## config.mk

```make
export PLATFORM = sky130hd
export DESIGN_NAME = rfsh_req_timer
export DESIGN_NICKNAME = d
export VERILOG_FILES = /design/src/rtl/rfsh_pkg.sv /design/src/rtl/tick_prescaler.sv /design/src/rtl/interval_counter.sv /design/src/rtl/row_addr_counter.sv /design/src/rtl/rfsh_req_timer.sv
export SDC_FILE = /design/constraint.sdc
export NUM_CORES = 1
export LEC_CHECK = 0
export BUFFER_PORTS_ARGS = -buffer_cell sky130_fd_sc_hd__buf_4
export CAP_MARGIN = 0
export CORE_ASPECT_RATIO = 1.1
export CORE_MARGIN = 2
export CORE_UTILIZATION = 40
export CTS_BUF_LIST = sky130_fd_sc_hd__clkbuf_4 sky130_fd_sc_hd__clkbuf_8
export DETAILED_ROUTE_END_ITERATION = 16
export GPL_TIMING_DRIVEN = 0
export HOLD_SLACK_MARGIN = 0.06
export PLACE_DENSITY = 0.61
export SETUP_SLACK_MARGIN = 0.4
export SLEW_MARGIN = 20
export SYNTH_ARGS = -nofsm -noshare
export SYNTH_HDL_FRONTEND = slang
export SYNTH_HIERARCHICAL = 1
export SYNTH_SLANG_ARGS = --single-unit
```

## constraint.sdc

```tcl
create_clock -name clk -period 1.93 [get_ports clk]
set_input_delay 0.0965 -clock clk [delete_from_list [all_inputs] [get_ports clk]]
set_output_delay 0.0965 -clock clk [all_outputs]
set_load 0.01 [all_outputs]
```

## src/rtl/rfsh_pkg.sv

```systemverilog
package rfsh_pkg;
  typedef enum logic {
    CLR_IDLE = 1'b0,
    CLR_HOLD = 1'b1
  } clr_state_t;
endpackage

```

## src/rtl/tick_prescaler.sv

```systemverilog
module tick_prescaler #(
  parameter int CLK_DIV = 8
) (
  input  logic clk,
  input  logic rst,
  input  logic zero,
  output logic tick
);
  localparam int CW = (CLK_DIV > 2) ? $clog2(CLK_DIV) : 1;
  localparam logic [CW-1:0] LAST = CW'(CLK_DIV - 1);

  logic [CW-1:0] div_cnt;

  always_ff @(posedge clk) begin
    if (rst || zero) begin
      div_cnt <= '0;
    end else if (div_cnt == LAST) begin
      div_cnt <= '0;
    end else begin
      div_cnt <= div_cnt + 1'b1;
    end
  end

  assign tick = (div_cnt == LAST);
endmodule

```

## src/rtl/interval_counter.sv

```systemverilog
module interval_counter #(
  parameter int INTERVAL_TICKS = 30
) (
  input  logic clk,
  input  logic rst,
  input  logic zero,
  input  logic tick,
  output logic done
);
  localparam int IW = (INTERVAL_TICKS > 2) ? $clog2(INTERVAL_TICKS) : 1;
  localparam logic [IW-1:0] LAST = IW'(INTERVAL_TICKS - 1);

  logic [IW-1:0] tick_cnt;

  always_ff @(posedge clk) begin
    if (rst || zero) begin
      tick_cnt <= '0;
    end else if (tick) begin
      if (tick_cnt == LAST) begin
        tick_cnt <= '0;
      end else begin
        tick_cnt <= tick_cnt + 1'b1;
      end
    end
  end

  assign done = tick && (tick_cnt == LAST) && !zero;
endmodule

```

## src/rtl/row_addr_counter.sv

```systemverilog
module row_addr_counter #(
  parameter int ROW_W = 10
) (
  input  logic             clk,
  input  logic             rst,
  input  logic             clr,
  input  logic             inc,
  output logic [ROW_W-1:0] row
);
  always_ff @(posedge clk) begin
    if (rst || clr) begin
      row <= '0;
    end else if (inc) begin
      row <= row + 1'b1;
    end
  end
endmodule

```

## src/rtl/rfsh_req_timer.sv

```systemverilog
module rfsh_req_timer #(
  parameter int CLK_DIV        = 8,
  parameter int INTERVAL_TICKS = 30,
  parameter int ROW_W          = 10
) (
  input  logic             clk,
  input  logic             rst,
  input  logic             refresh_inhibit,
  input  logic             ext_refresh,
  input  logic             refresh_ack,
  output logic             refresh_req,
  output logic [ROW_W-1:0] row_addr
);
  import rfsh_pkg::*;

  initial begin
    if (CLK_DIV < 2) $error("CLK_DIV must be at least 2");
    if (INTERVAL_TICKS < 2) $error("INTERVAL_TICKS must be at least 2");
  end

  clr_state_t clr_state;
  logic       clear_armed;
  logic       tick;
  logic       interval_done;
  logic       clr_start;
  logic       zero_timers;
  logic       ack_take;

  assign clear_armed = (clr_state == CLR_HOLD);
  assign clr_start   = tick && ext_refresh && !refresh_inhibit && !clear_armed;
  assign zero_timers = clr_start || (clear_armed && ext_refresh);
  assign ack_take    = refresh_req && refresh_ack && !clr_start;

  always_ff @(posedge clk) begin
    if (rst) begin
      clr_state <= CLR_IDLE;
    end else begin
      case (clr_state)
        CLR_IDLE: if (clr_start)    clr_state <= CLR_HOLD;
        CLR_HOLD: if (!ext_refresh) clr_state <= CLR_IDLE;
        default:                    clr_state <= CLR_IDLE;
      endcase
    end
  end

  tick_prescaler #(.CLK_DIV(CLK_DIV)) u_prescaler (
    .clk  (clk),
    .rst  (rst),
    .zero (zero_timers),
    .tick (tick)
  );

  interval_counter #(.INTERVAL_TICKS(INTERVAL_TICKS)) u_interval (
    .clk  (clk),
    .rst  (rst),
    .zero (zero_timers),
    .tick (tick),
    .done (interval_done)
  );

  row_addr_counter #(.ROW_W(ROW_W)) u_row (
    .clk (clk),
    .rst (rst),
    .clr (clr_start),
    .inc (ack_take),
    .row (row_addr)
  );

  always_ff @(posedge clk) begin
    if (rst || zero_timers) begin
      refresh_req <= 1'b0;
    end else if (interval_done && !refresh_inhibit) begin
      refresh_req <= 1'b1;
    end else if (ack_take) begin
      refresh_req <= 1'b0;
    end
  end
endmodule

```

==> results of run 1 <==
[cells in the mapped netlist (all sizes together)]
library cell / n / share of area, %
xor2: 5 / 4.8
a22oi: 1 / 0.82
or2: 1 / 0.69
nor4: 1 / 0.69
and3b: 1 / 0.96
or4: 2 / 1.6
nor2b: 2 / 1.4
xnor2: 2 / 1.9
ha: 5 / 6.9
o21ai: 3 / 1.6
o21a: 1 / 0.96
dfxtp: 20 / 44
and3: 1 / 1.2
nand3b: 1 / 0.82
clkbuf: 2 / 0.96
inv: 3 / 1.2
nand3: 3 / 1.6
buf: 1 / 0.82
nor2: 11 / 4.5
o31ai: 2 / 1.6
nand4: 4 / 4.4
a211oi: 2 / 2.2
a311o: 1 / 1.2
o2111ai: 1 / 0.96
or3: 3 / 2.3
a21oi: 5 / 2.7
nor3: 1 / 1.1
nand2: 7 / 2.9
nor4b: 2 / 1.9
mux2i: 1 / 1.1
[state kept, by name, indices dropped and copies added, names as in the netlist]
signal and flops:
u_row/row 10, clear_armed 1, u_interval/tick_cnt 5, refresh_req 1, u_prescaler/div_cnt 3
[power by group through the flow]
stage | registers (mW) | logic, mW | clock network [mW]
after floorplan | 0.433 | 0.0172 | 0
after global placement | 0.433 | 0.0296 | 0
after detailed placement | 0.434 | 0.0318 | 0
after CTS | 0.425 | 0.0345 | 0.347
after global routing | 0.425 | 0.0376 | 0.367
final | 0.424 | 0.0344 | 0.336
[timing repair]
item,4_1_cts,5_1_grt
hold buffers,1,0
pin swaps,10,7
gates resized for setup,7,10
hold endpoints to repair,6,0
buffers inserted,7,3
setup endpoints to repair,14,16
[stage by stage]
stage	setup slack, ns	setup TNS, ns	hold slack, ns	util [%]	total power, mW
after floorplan	0.123	0	0.166	-	0.450
after global placement	-0.0266	-0.0266	0.331	50.4	0.463
after detailed placement	-0.0551	-0.0551	0.335	50.4	0.466
after CTS	0.000134	0	0.172	56.9	0.806
after global routing	-0.0830	-0.171	0.182	59.5	0.830
final	-0.00746	-0.00746	0.173	59.5	0.795
[routing by layer]
layer / GRT usage, % / share of wire, % / vias up
li1: - / - / 402
met1: 17.4 / 48 / 356
met2: 24.0 / 48 / 11
met3: 2.78 / 3.0 / 2
met4: 6.02 / 0.74 / 0
met5: 0 / 0 / -
[placed cells by master (no fill, tap or decap), types with 2 or more instances in the layout]
master                     netlist  layout
sky130_fd_sc_hd__xor2_1          5       5
sky130_fd_sc_hd__a21oi_1         5       2
sky130_fd_sc_hd__or3_4           0       2
sky130_fd_sc_hd__nor2_1         11      11
sky130_fd_sc_hd__ha_1            5       3
sky130_fd_sc_hd__a211oi_2        1       2
sky130_fd_sc_hd__clkbuf_4        0       3
sky130_fd_sc_hd__nand3_1         3       2
sky130_fd_sc_hd__a21oi_2         0       3
sky130_fd_sc_hd__nand4_1         3       3
sky130_fd_sc_hd__buf_4           1      22
sky130_fd_sc_hd__nor4b_1         2       2
sky130_fd_sc_hd__buf_6           0       4
sky130_fd_sc_hd__nand2_1         7       6
sky130_fd_sc_hd__ha_4            0       2
sky130_fd_sc_hd__dfxtp_1        20      18
sky130_fd_sc_hd__dfxtp_2         0       2
sky130_fd_sc_hd__inv_1           3       3
sky130_fd_sc_hd__o31ai_1         2       2
[layout make-up]
| class | instances | area (um2) |
|---|---|---|
| Buffer | 3 | 26.3 |
| Clock buffer | 3 | 22.5 |
| Clock inverter | 1 | 30.0 |
| Fill cell | 216 | 895 |
| Inverter | 3 | 11.3 |
| Multi-Input combinational cell | 69 | 569 |
| Sequential cell | 20 | 403 |
| Tap cell | 30 | 37.5 |
| Timing Repair Buffer | 26 | 213 |
[worst max-delay path by stage]
stage	end	start	cells past startpoint	slack, ns
final	u_row/row[9]	u_prescaler/div_cnt[0]	9	-0.007
after global routing	u_row/row[9]	u_prescaler/div_cnt[0]	9	-0.08
after floorplan	u_row/row[9]	u_prescaler/div_cnt[0]	9	0.12
after detailed placement	u_row/row[9]	u_prescaler/div_cnt[0]	9	-0.06
after global placement	u_row/row[9]	u_prescaler/div_cnt[0]	9	-0.03
after CTS	u_row/row[9]	u_prescaler/div_cnt[0]	9	0.0001
[worst max-delay path, delay by kind of cell (launching register included)]
kind / cells / cell delay, ns
fa+ha+maj: 2 / 0.31
buf+inv: 1 / 0.16
simple gates: 5 / 0.95
compound gates: 1 / 0.12
flops: 1 / 0.35
[kinds of logic (layout without fill, tap and decap cells)]
group	count (synthesis)	after routing	share of synthesized area, %
buffers and inverters	6	36	3.02
multiplexers	1	1	1.10
XOR/XNOR	7	7	6.72
AND/OR/NAND/NOR	40	40	26.2
flip-flops	20	20	43.9
adder cells (fa/ha/maj)	5	5	6.86
AO/OA/AOI/OAI	16	16	12.2
==> flow_summary.json, run 1 <==
{
  "result_of_the_run": "finished with violations",
  "violations": "setup timing",
  "floorplan.die.height_um": 54.1,
  "clock_sink_count": 20,
  "slowest_stage": "sky130_fd_sc_hd__or4_4",
  "num-nets-final": 136,
  "start_util_pct": 41.3,
  "share_clk_of_total_power_pct": 42.3,
  "cts-htree-levels": 1,
  "postSynthNetCount": 105,
  "via_count_of_the_first_global_routing_pass": 705,
  "power.switching_fraction_pct": 18.6,
  "skew_ns": 0.0126,
  "maxCapViolCount": 0,
  "ys_ff_latch": 20,
  "number_of_remaining_drc_errors": 0,
  "path_max_fanout": 6,
  "antenna_found_initial": 0,
  "clock_insertion_delay_worst_skew_ns": 0.30,
  "internal_power_mw": 0.648,
  "dp.cells": 140,
  "drt_wirelength_um": 1890,
  "cp-end-kind": "flip-flop",
  "synth.lib_cells_used.distinct": 34,
  "powerDensity_nw_per_um2": 606,
  "final-max-slew-violation-count": 0,
  "unrepaired_setup_endpoints_after_global_routing": "yes",
  "die-width_um": 49.5,
  "floorplan.die_area_um2": 2680,
  "irDropWorstVdd_uv": 523,
  "grt_pass1_wl_um": 2860,
  "io_buffer_count": 15,
  "worst_slew_margin_rel_pct": 80.2,
  "total_global_routing_track_utilization_pct": 14.0,
  "post-route-min-period_ns": 1.94,
  "min_period_over_period_pct": 100,
  "worst_path_most_repeated_cell": "sky130_fd_sc_hd__ha_4",
  "standard_cell_core_area_um2": 2210,
  "worst-r2r-cell-count": 9,
  "n_antenna_cell": 0,
  "timing_hold_violations_final": 0,
  "grt_total_ovfl": 0,
  "switching_power_mw": 0.148,
  "fin_ws_ns": -0.00746,
  "avgRoutedWirePerCell_um": 12.2,
  "gp_congestion": 0.704,
  "remaining_antenna_violation_count": 0,
  "worst-setup-path-type": "reg -> reg",
  "ios": 16,
  "place_area_um2": 1110,
  "timing.rr.start": "u_prescaler/div_cnt[0]",
  "cpPeakStageDelay_ns": 0.44,
  "setup-violations-final": 1,
  "path_clk_slew_ns": 0.12,
  "final_layout_size_suffix_gt1_share_pct": 44.8,
  "drt_first_iter_violations": 7,
  "layout-area-overhead-vs-synth_pct": 43.9,
  "core.rowCount": 18,
  "synth.cell_area_um2": 912,
  "static-leakage-power_nw": 0.514,
  "synth.yosys.warnings": 6,
  "pin_slew_with_the_least_headroom_to_its_limit_ns": 0.295,
  "worstPathCellList": "ha_4 > ha_4 > nor2b_4 > and3b_1 > nor2_1 > buf_4 > nand4_4 > or4_4 > a21oi_2",
  "hp-class": "in -> reg",
  "tritoncts": "done",
  "reg2reg_setup_slack_ns": -0.007,
  "start_kind": "flip-flop",
  "pwr-share-seq_pct": 53.4,
  "dr_total_vias": 771,
  "route.detailed.vias_per_inst": 4.97,
  "grt_start_max_net_pins": 13,
  "max_clock_buf_depth": 2,
  "sequential_cell_area_fraction_in_the_yosys_report_pct": 43.9,
  "hold_path_end": "refresh_req",
  "worst_hold_path_stage_count": 4,
  "final_design_area_no_fill_um2": 1310,
  "worst-endpoint-arrival_ns": 2.18,
  "combPwrFrac_pct": 4.3,
  "syn_area_per_cell_um2": 9.60,
  "hold_start": "refresh_inhibit",
  "clock-root-buffer": "sky130_fd_sc_hd__clkbuf_4",
  "place.detailed.hpwl_um": 1230,
  "number_of_buffers_created_by_cts": 3,
  "post_layout_nonfiller_instances": 155,
  "syn_inst": 95,
  "r2r-end": "u_row/row[9]",
  "drt_pass1_iterations": 4,
  "max_freq_mhz": 516,
  "required_ns": 2.17
}
Power figures use the tool's default switching activity.
==> run 2: changes to the inputs <==
--- a/config.mk
+++ b/config.mk
@@ -14,7 +14,7 @@
 export DETAILED_ROUTE_END_ITERATION = 16
 export GPL_TIMING_DRIVEN = 0
 export HOLD_SLACK_MARGIN = 0.06
-export PLACE_DENSITY = 0.61
+export PLACE_DENSITY = 0.66
 export SETUP_SLACK_MARGIN = 0.4
 export SLEW_MARGIN = 20
 export SYNTH_ARGS = -nofsm -noshare
==> run 2 against run 1 <==
Effect of this change: the flow now finishes without violations; flip-flop and latch count unchanged; clock skew down 0.0071 ns; sequential share of layout area up 1.5 points.
==> flow_summary.json, run 2 (synthesis results as in run 1) <==
{
  "hp-class": "in -> reg",
  "start_kind": "flip-flop",
  "worst-r2r-cell-count": 9,
  "place.detailed.hpwl_um": 1220,
  "max_freq_mhz": 533,
  "pin_slew_with_the_least_headroom_to_its_limit_ns": 0.274,
  "number_of_buffers_created_by_cts": 3,
  "cts-htree-levels": 1,
  "gp_congestion": 0.718,
  "clock-root-buffer": "sky130_fd_sc_hd__clkbuf_4",
  "io_buffer_count": 15,
  "place_ws_ns": 0.00274,
  "avgRoutedWirePerCell_um": 11.8,
  "route.detailed.vias_per_inst": 5.05,
  "grt_pass1_wl_um": 2950,
  "reg.largest.list": "u_row/row x10, u_interval/tick_cnt x5, u_prescaler/div_cnt x3",
  "grt_total_ovfl": 0,
  "die-width_um": 49.5,
  "leading_cell_types_in_the_layout_fill_and_taps_excluded": "sky130_fd_sc_hd__buf_4 (19), sky130_fd_sc_hd__dfxtp_1 (18), sky130_fd_sc_hd__nor2_1 (11)",
  "worst-endpoint-arrival_ns": 2.11,
  "worst-setup-path-type": "reg -> reg",
  "standard_cell_core_area_um2": 2210,
  "max_clock_buf_depth": 2,
  "remaining_antenna_violation_count": 0,
  "start_util_pct": 41.3,
  "postLayoutCoreUtil_pct": 56.7,
  "path_max_fanout": 7,
  "grt_start_max_net_pins": 13,
  "tritoncts": "done",
  "min_period_over_period_pct": 97.2,
  "hold_start": "refresh_inhibit",
  "largest_register_ff_count": 10,
  "hold_path_end": "refresh_req",
  "n_antenna_cell": 0,
  "largest-register": "u_row/row",
  "static-leakage-power_nw": 0.484,
  "fin_ws_ns": 0.0534,
  "reg2reg_setup_slack_ns": 0.05,
  "unrepaired_setup_endpoints_after_global_routing": "yes",
  "mostFrequentLayoutCell": "sky130_fd_sc_hd__buf_4",
  "ios": 16,
  "timing.rr.start": "u_prescaler/div_cnt[0]",
  "worst_hold_path_stage_count": 4,
  "core.rowCount": 18,
  "worst_slew_margin_rel_pct": 81.7,
  "irDropWorstVdd_uv": 374,
  "layout-area-overhead-vs-synth_pct": 37.3,
  "post-route-min-period_ns": 1.88,
  "cp-end-kind": "flip-flop",
  "final_layout_size_suffix_gt1_share_pct": 39.5,
  "skew_ns": 0.00550,
  "dr_total_vias": 752,
  "drt_first_iter_violations": 8,
  "num-nets-final": 130,
  "number_of_remaining_drc_errors": 0,
  "via_count_of_the_first_global_routing_pass": 683,
  "maxCapViolCount": 0,
  "required_ns": 2.17,
  "floorplan.die_area_um2": 2680,
  "power_mw": 0.799,
  "r2r-end": "u_row/row[9]",
  "powerDensity_nw_per_um2": 638,
  "clock_sink_count": 20,
  "path_clk_slew_ns": 0.12,
  "launch_point_of_the_worst_path": "u_prescaler/div_cnt[0]",
  "timing_hold_violations_final": 0,
  "whs_ns": 0.165,
  "antenna_found_initial": 0,
  "drt_wirelength_um": 1760,
  "drt_pass1_iterations": 4,
  "clock_insertion_delay_worst_skew_ns": 0.29,
  "final-max-slew-violation-count": 0,
  "floorplan.die.height_um": 54.1,
  "setup-violations-final": 0,
  "result_of_the_run": "finished, final reports clean",
  "total_global_routing_track_utilization_pct": 14.5
}
run 2: layout make-up:
class | count | area, um2
tap | 30 | 37.5
inverter | 3 | 11.3
timing repair buffer | 20 | 156
clock buffer | 3 | 22.5
clock inverter | 1 | 30.0
fill | 230 | 955
multi-input combinational | 69 | 557
buffer | 3 | 35.0
sequential | 20 | 403
run 2: what timing repair did:
action / 4_1_cts / 5_1_grt
pin swaps: 7 / 4
buffers inserted: 3 / 1
setup endpoints to repair: 14 / 17
hold endpoints to repair: 6 / 0
hold buffers: 1 / 0
gates resized for setup: 4 / 7
run 2: metal layers:
| layer | routed length [um] | GRT usage (%) | share of wire [%] |
|---|---|---|---|
| met1 | 844 | 18.1 | 48 |
| met2 | 845 | 24.4 | 48 |
| met3 | 52 | 3.61 | 3.0 |
| met4 | 15 | 5.56 | 0.85 |
| met5 | 0 | 0 | 0 |
run 2: where the power goes:
group          total (mW)  leakage, nW  internal [mW]  switching (mW)
Clock               0.336       0.0279          0.210           0.126
Combinational      0.0385        0.294         0.0216          0.0168
Sequential          0.424        0.162          0.419         0.00497
run 2: worst max-delay path, cell delays in order (launching register included):
cell and delay (ns):
sky130_fd_sc_hd__dfxtp_2 0.35, sky130_fd_sc_hd__ha_4 0.16, sky130_fd_sc_hd__ha_4 0.15, sky130_fd_sc_hd__nor2b_4 0.12
sky130_fd_sc_hd__and3b_1 0.17, sky130_fd_sc_hd__nor2_1 0.10, sky130_fd_sc_hd__buf_4 0.14, sky130_fd_sc_hd__nand4_4 0.11
sky130_fd_sc_hd__or4_1 0.41, sky130_fd_sc_hd__a21oi_1 0.12
run 2: worst max path at each step:
stage / slack, ns / cells after the start / to
detailed placement: 0.003 / 9 / u_row/row[9]
global route: -0.10 / 9 / u_row/row[9]
global placement: -0.02 / 9 / u_row/row[9]
CTS: 0.05 / 9 / u_row/row[9]
finish: 0.05 / 9 / u_row/row[9]
floorplan: 0.12 / 9 / u_row/row[9]
run 2: through the flow:
step | instances | setup TNS [ns] | area [um2]
floorplan | 95 | 0 | 962
global placement | 140 | -0.0151 | 1110
detailed placement | 140 | 0 | 1110
CTS | 148 | 0 | 1210
global route | 149 | -0.203 | 1250
finish | 149 | 0 | 1250
